File: src/rtl/wdseq_pkg.sv
package wdseq_pkg;
  localparam int OP_W = 3;

  typedef enum logic [OP_W-1:0] {
    OP_SEQ = 3'd0,
    OP_LDS = 3'd1,
    OP_BR  = 3'd2,
    OP_BRV = 3'd3,
    OP_RST = 3'd4
  } wd_op_e;
endpackage

File: src/rtl/wdseq_prog_mem.sv
module wdseq_prog_mem #(
  parameter int AW = 4,
  parameter int IW = 27
) (
  input  logic          clk,
  input  logic          we,
  input  logic [AW-1:0] waddr,
  input  logic [IW-1:0] wdata,
  input  logic [AW-1:0] raddr,
  output logic [IW-1:0] rdata
);
  localparam int DEPTH = 1 << AW;

  logic [IW-1:0] mem_q [DEPTH];

  always_ff @(posedge clk) begin
    if (we) begin
      mem_q[waddr] <= wdata;
    end
  end

  assign rdata = mem_q[raddr];
endmodule

File: src/rtl/wdseq_decode.sv
module wdseq_decode
  import wdseq_pkg::*;
#(
  parameter int LW = 4,
  parameter int AW = 4,
  parameter int SW = 16
) (
  input  logic [OP_W+LW+AW+SW-1:0] instr,
  output wd_op_e                   op,
  output logic [LW-1:0]            len_m1,
  output logic [AW-1:0]            tgt,
  output logic [SW-1:0]            sig,
  output logic                     illegal
);
  localparam int IW = OP_W + LW + AW + SW;

  logic [OP_W-1:0] op_raw;

  assign op_raw  = instr[IW-1 -: OP_W];
  assign len_m1  = instr[SW+AW +: LW];
  assign tgt     = instr[SW +: AW];
  assign sig     = instr[SW-1:0];
  assign illegal = (op_raw > OP_RST);
  assign op      = illegal ? OP_SEQ : wd_op_e'(op_raw);
endmodule

File: src/rtl/wdseq_node_ctr.sv
module wdseq_node_ctr #(
  parameter int LW = 4
) (
  input  logic          clk,
  input  logic          rst_n,
  input  logic          clr,
  input  logic          step,
  input  logic [LW-1:0] len_m1,
  output logic          first,
  output logic          last
);
  logic [LW-1:0] cnt_q;
  logic [LW-1:0] cnt_d;
  logic          cnt_en;

  always_comb begin
    cnt_en = clr | step;
    cnt_d  = clr ? '0 : cnt_q + LW'(1);
  end

  always_ff @(posedge clk or negedge rst_n) begin
    if (!rst_n) begin
      cnt_q <= '0;
    end else if (cnt_en) begin
      cnt_q <= cnt_d;
    end
  end

  assign first = (cnt_q == '0);
  assign last  = (cnt_q == len_m1);
endmodule

File: src/rtl/wdseq_sig_acc.sv
module wdseq_sig_acc #(
  parameter int SW = 16
) (
  input  logic          clk,
  input  logic          rst_n,
  input  logic          clr,
  input  logic          upd,
  input  logic          restart,
  input  logic [SW-1:0] word,
  output logic [SW-1:0] s_nxt
);
  logic [SW-1:0] s_q;
  logic [SW-1:0] s_d;
  logic          s_en;

  always_comb begin
    s_nxt = (restart ? '0 : s_q) ^ word;
    s_en  = clr | upd;
    s_d   = clr ? '0 : s_nxt;
  end

  always_ff @(posedge clk or negedge rst_n) begin
    if (!rst_n) begin
      s_q <= '0;
    end else if (s_en) begin
      s_q <= s_d;
    end
  end
endmodule

File: src/rtl/wdseq_top.sv
module wdseq_top
  import wdseq_pkg::*;
#(
  parameter int AW = 4,
  parameter int LW = 4,
  parameter int SW = 16,
  localparam int IW = OP_W + LW + AW + SW
) (
  input  logic          clk,
  input  logic          rst_n,
  input  logic          chk_en_i,
  input  logic          cfg_we_i,
  input  logic [AW-1:0] cfg_addr_i,
  input  logic [IW-1:0] cfg_data_i,
  input  logic          fetch_vld_i,
  input  logic [SW-1:0] fetch_word_i,
  input  logic          br_vld_i,
  input  logic          br_taken_i,
  output logic          err_o,
  output logic          path_ok_o
);
  logic [AW-1:0] pc_q, pc_d;
  logic          err_q, err_d;
  logic          pok_q, pok_d;

  logic [IW-1:0] instr;
  wd_op_e        op;
  logic [LW-1:0] len_m1;
  logic [AW-1:0] tgt;
  logic [SW-1:0] sig;
  logic          illegal;
  logic          first, last;
  logic [SW-1:0] s_nxt;

  logic acc, br_node, fail, node_done;
  logic f_ill, f_early, f_miss, f_sig;

  wdseq_prog_mem #(.AW(AW), .IW(IW)) u_mem (
    .clk   (clk),
    .we    (cfg_we_i & ~chk_en_i),
    .waddr (cfg_addr_i),
    .wdata (cfg_data_i),
    .raddr (pc_q),
    .rdata (instr)
  );

  wdseq_decode #(.LW(LW), .AW(AW), .SW(SW)) u_dec (
    .instr   (instr),
    .op      (op),
    .len_m1  (len_m1),
    .tgt     (tgt),
    .sig     (sig),
    .illegal (illegal)
  );

  wdseq_node_ctr #(.LW(LW)) u_ctr (
    .clk    (clk),
    .rst_n  (rst_n),
    .clr    (~chk_en_i | node_done),
    .step   (acc & ~fail),
    .len_m1 (len_m1),
    .first  (first),
    .last   (last)
  );

  wdseq_sig_acc #(.SW(SW)) u_sig (
    .clk     (clk),
    .rst_n   (rst_n),
    .clr     (~chk_en_i | (node_done & (op == OP_RST))),
    .upd     (acc & ~fail),
    .restart ((op == OP_LDS) & first),
    .word    (fetch_word_i),
    .s_nxt   (s_nxt)
  );

  // Fault detection and sequencing
  always_comb begin
    acc       = chk_en_i & ~err_q & fetch_vld_i;
    br_node   = (op == OP_BR) | (op == OP_BRV);
    f_ill     = acc & illegal;
    f_early   = acc & br_vld_i & ~(last & br_node);
    f_miss    = acc & last & br_node & ~br_vld_i;
    f_sig     = acc & last & (op == OP_BRV) & br_vld_i & (s_nxt != sig);
    fail      = f_ill | f_early | f_miss | f_sig;
    node_done = acc & last & ~fail;
  end

  always_comb begin
    pc_d = pc_q;
    if (!chk_en_i) begin
      pc_d = '0;
    end else if (node_done) begin
      unique case (op)
        OP_BR, OP_BRV: pc_d = br_taken_i ? tgt : pc_q + AW'(1);
        OP_RST:        pc_d = '0;
        default:       pc_d = pc_q + AW'(1);
      endcase
    end
    err_d = chk_en_i & (err_q | fail);
    pok_d = node_done & (op == OP_BRV);
  end

  always_ff @(posedge clk or negedge rst_n) begin
    if (!rst_n) begin
      pc_q  <= '0;
      err_q <= 1'b0;
      pok_q <= 1'b0;
    end else begin
      pc_q  <= pc_d;
      err_q <= err_d;
      pok_q <= pok_d;
    end
  end

  assign err_o     = err_q;
  assign path_ok_o = pok_q;
endmodule

File: config.mk
export PLATFORM = sky130hd
export DESIGN_NAME = wdseq_top
export DESIGN_NICKNAME = d
export VERILOG_FILES = /design/src/rtl/wdseq_pkg.sv /design/src/rtl/wdseq_prog_mem.sv /design/src/rtl/wdseq_decode.sv /design/src/rtl/wdseq_node_ctr.sv /design/src/rtl/wdseq_sig_acc.sv /design/src/rtl/wdseq_top.sv
export SDC_FILE = /design/constraint.sdc
export NUM_CORES = 1
export LEC_CHECK = 0
export BUFFER_PORTS_ARGS = -buffer_cell sky130_fd_sc_hd__buf_4
export CORE_ASPECT_RATIO = 1.4
export CORE_UTILIZATION = 45
export DETAILED_ROUTE_END_ITERATION = 6
export PLACE_DENSITY = 0.64
export RECOVER_POWER = 100
export SLEW_MARGIN = 20
export SYNTH_ARGS = -nofsm -noshare
export SYNTH_HDL_FRONTEND = slang
export SYNTH_SLANG_ARGS = --single-unit
File: constraint.sdc
create_clock -name clk -period 5.6 [get_ports clk]
set_input_delay 0.84 -clock clk [delete_from_list [all_inputs] [get_ports clk]]
set_output_delay 0.84 -clock clk [all_outputs]
set_load 0.03 [all_outputs]
==> results.py <==
metrics = {
    "yosys": {
        "ys_async_sr_fraction_pct": 5.68,
        "syn_avg_cell_area_sq_um": 19.0,
        "synth-seq-area-share_pct": 71.5,
        "ys_ff_latch": 458,
        "synth.top_cell.area_share_pct": 68.1,
        "yosys_warnings": 0,
        "synthCells": 1002,
        "synth_nets": 1059,
        "synth_area_leaders": "edfxtp_1, mux4_2, dfrtp_1",
        "ys.flop_type": "edfxtp_1",
        "mappedNetlistArea_sq_um": 19100,
        "synth-edff-count": 432,
        "synth.largest_area_cell": "edfxtp_1",
        "synth.distinct_cells": 71,
    },
    "route": {
        "wl_per_cell_microns": 27.1,
        "drtIter0Drc": 941,
        "wirelength_mm": 44.8,
        "drc": 0,
        "dr.pass1.iters": 5,
        "vias_per_cell": 5.96,
        "num_vias": 9853,
        "drtAntennaViolNets": 0,
    },
    "worst_setup_path": {
        "critical_path_class": "reg2reg",
        "cp_slowest_cell": "and2_0",
        "crit_fanout": 59,
        "critical-path-top-delay-family": "compound AO/OA/AOI/OAI gates",
        "path_buf_inv": 1,
        "worstPathArrival_ns": 5.56,
        "worstSetupStartpointType": "register",
        "required_ns": 6.06,
        "crit_path_cell_trace": "buf_12 -> mux2_2 -> a2bb2oi_1 -> a211o_1 -> a211oi_1 -> a31o_2 -> nand2_1 -> o21ai_1 -> and2_0 -> o311ai_0 -> a211oi_2",
        "slowest_delay_ns": 1.01,
        "endpoint_kind": "register",
    },
    "die": {
        "fp-row-count": 88,
        "die_y_microns": 246,
        "io_pins": 56,
        "core_area_sq_um": 41500,
        "die_area_sq_um": 43200,
        "die_x_microns": 176,
        "start_util_pct": 45.9,
    },
    "timing": {
        "hold_ws_ns": 0.599,
        "finClkSkew_ns": 0.0191,
        "post-route-period-util_pct": 91.0,
        "setup_viol": 0,
        "setup_ws_ns": 0.503,
        "finalHoldViolations": 0,
        "fin_tns_setup_ns": 0,
        "slew_viol_final": 384,
        "period_needed_ns": 5.10,
        "maxSlewHeadroom_pct": -102,
        "rsz0062_at_grt": "no",
        "worstMarginPinSlew_ns": 3.02,
        "fmax_ghz": 0.196,
    },
    "grt": {
        "grt_use_total_pct": 21.4,
        "grtUsageMet2_pct": 38.2,
        "grt_pass1_wl_mm": 66.3,
        "antenna_found_initial": 1,
        "grt.busiest_layer": "met2",
        "use_met1_pct": 26.4,
        "grt_pass1_vias": 10269,
        "grt_overflow": 0,
        "grt_start_max_net_pins": 60,
        "grtUsageMet3_pct": 2.92,
    },
    "placement": {
        "port_buffers": 55,
        "gp_congestion": 0.875,
        "post-dp-hpwl_mm": 27.1,
        "dpl_worst_slack_ns": 0.622,
    },
    "cts": {
        "ctsHoldBuffers": 0,
        "numCtsBuffers": 42,
        "cts_tree": "done",
        "htreeDepth": 2,
        "cts_buffer_depth": 3,
        "path_clk_slew_ns": 0.06,
        "root_buffer": "clkbuf_16",
        "cts_num_sinks": 458,
        "postCtsSetupRepairBufs": 0,
        "post_cts_resized": 0,
        "insertion_delay_ns": 0.55,
    },
    "pwr": {
        "cellLeakagePower_nw": 6.56,
        "vdd_drop_max_v": 0.000175,
        "p_per_area_nw_per_um2": 313,
    },
    "finish": {
        "fin_util_pct": 51.2,
        "fin_nets": 1139,
        "antenna_cells": 0,
        "layout-drive-gt1-share_pct": 20.4,
        "layout_commonest_cell": "edfxtp_1",
        "area_growth_syn_to_layout_pct": 11.5,
        "final_cell_mix": "edfxtp_1, mux4_2, clkbuf_1",
    },
    "outcome": {
        "status": "complete, but fails checks",
        "violations": "capacitance limit, slew limit",
    },
    "worst_hold_path": {
        "worstHoldPathType": "reg2reg",
    },
    "job": {
        "cap_violations": 20,
    },
}
## kinds of logic after synthesis
logic type / synth area share, %
AO/OA/AOI/OAI: 5.84
XOR/XNOR: 2.04
multiplexers: 15.2
AND/OR/NAND/NOR: 3.62
flip-flops: 71.5
buffers and inverters: 1.64
adder cells (fa/ha/maj): 0.197
## path summary, 6_finish.rpt
check / start / end / slack, ns / cells past startpoint
max: pc_q[2] / u_sig.s_q[12] / 0.50 / 11
min reg2reg: u_sig.s_q[2] / u_sig.s_q[2] / 0.60 / 2
min: u_sig.s_q[2] / u_sig.s_q[2] / 0.60 / 2
max in group asynchronous: rst_n / pc_q[2] / 3.83 / 1
min in group asynchronous: rst_n / u_sig.s_q[14] / 0.66 / 1
max reg2reg: pc_q[2] / u_sig.s_q[12] / 0.50 / 11
## flip-flops by register name, summed over array words and instances, names as in the netlist
name / count
err_o: 1
pc_q: 4
u_sig.s_q: 16
u_mem.mem_q: 432
u_ctr.cnt_q: 4
path_ok_o: 1
## cell type report
class	count	area, sq um
Inverter	8	30.0
Clock buffer	58	1170
Timing Repair Buffer	89	505
Multi-Input combinational cell	483	5160
Tap cell	540	676
Clock inverter	17	68.8
Fill cell	3299	20300
Sequential cell	458	13600
## Yosys cell counts (16+ instances only)
cell / number
edfxtp_1: 432
mux2_2: 17
mux4_2: 92
buf_2: 22
xnor2_1: 21
o21ai_0: 23
mux2i_1: 50
o31ai_1: 16
nor2_1: 27
nand2_1: 39
dfrtp_1: 26
o311ai_1: 16
a22oi_1: 16
## metal layers
layer	up-vias	share of wire, %
met5	-	0.029
met4	2	3.1
met3	86	4.1
met2	282	53
met1	5160	40
li1	4323	-
## power breakdown
group,internal [mW],switching [mW],total (mW)
combinational,0.0670,0.129,0.196
clock,1.46,1.19,2.65
sequential,3.79,0.0174,3.81
total,5.32,1.33,6.65
## worst register-to-register path: cells and delay by family, from the launching register on
kind,cells,cell delay (ns)
AO/OA/AOI/OAI,7,2.11
AND/OR/NAND/NOR,2,1.20
flip-flops,1,0.88
multiplexers,1,0.43
buffers and inverters,1,0.41
## through the flow
stage	area (sq um)	power (mW)	std cells
2_1_floorplan	19100	3.97	1002
3_3_place_gp	20300	4.08	1578
3_5_place_dp	20300	4.09	1578
4_1_cts	21500	6.71	1653
5_1_grt	21200	6.83	1653
6_report	21200	6.65	1653
Power figures use the tool's default switching activity.
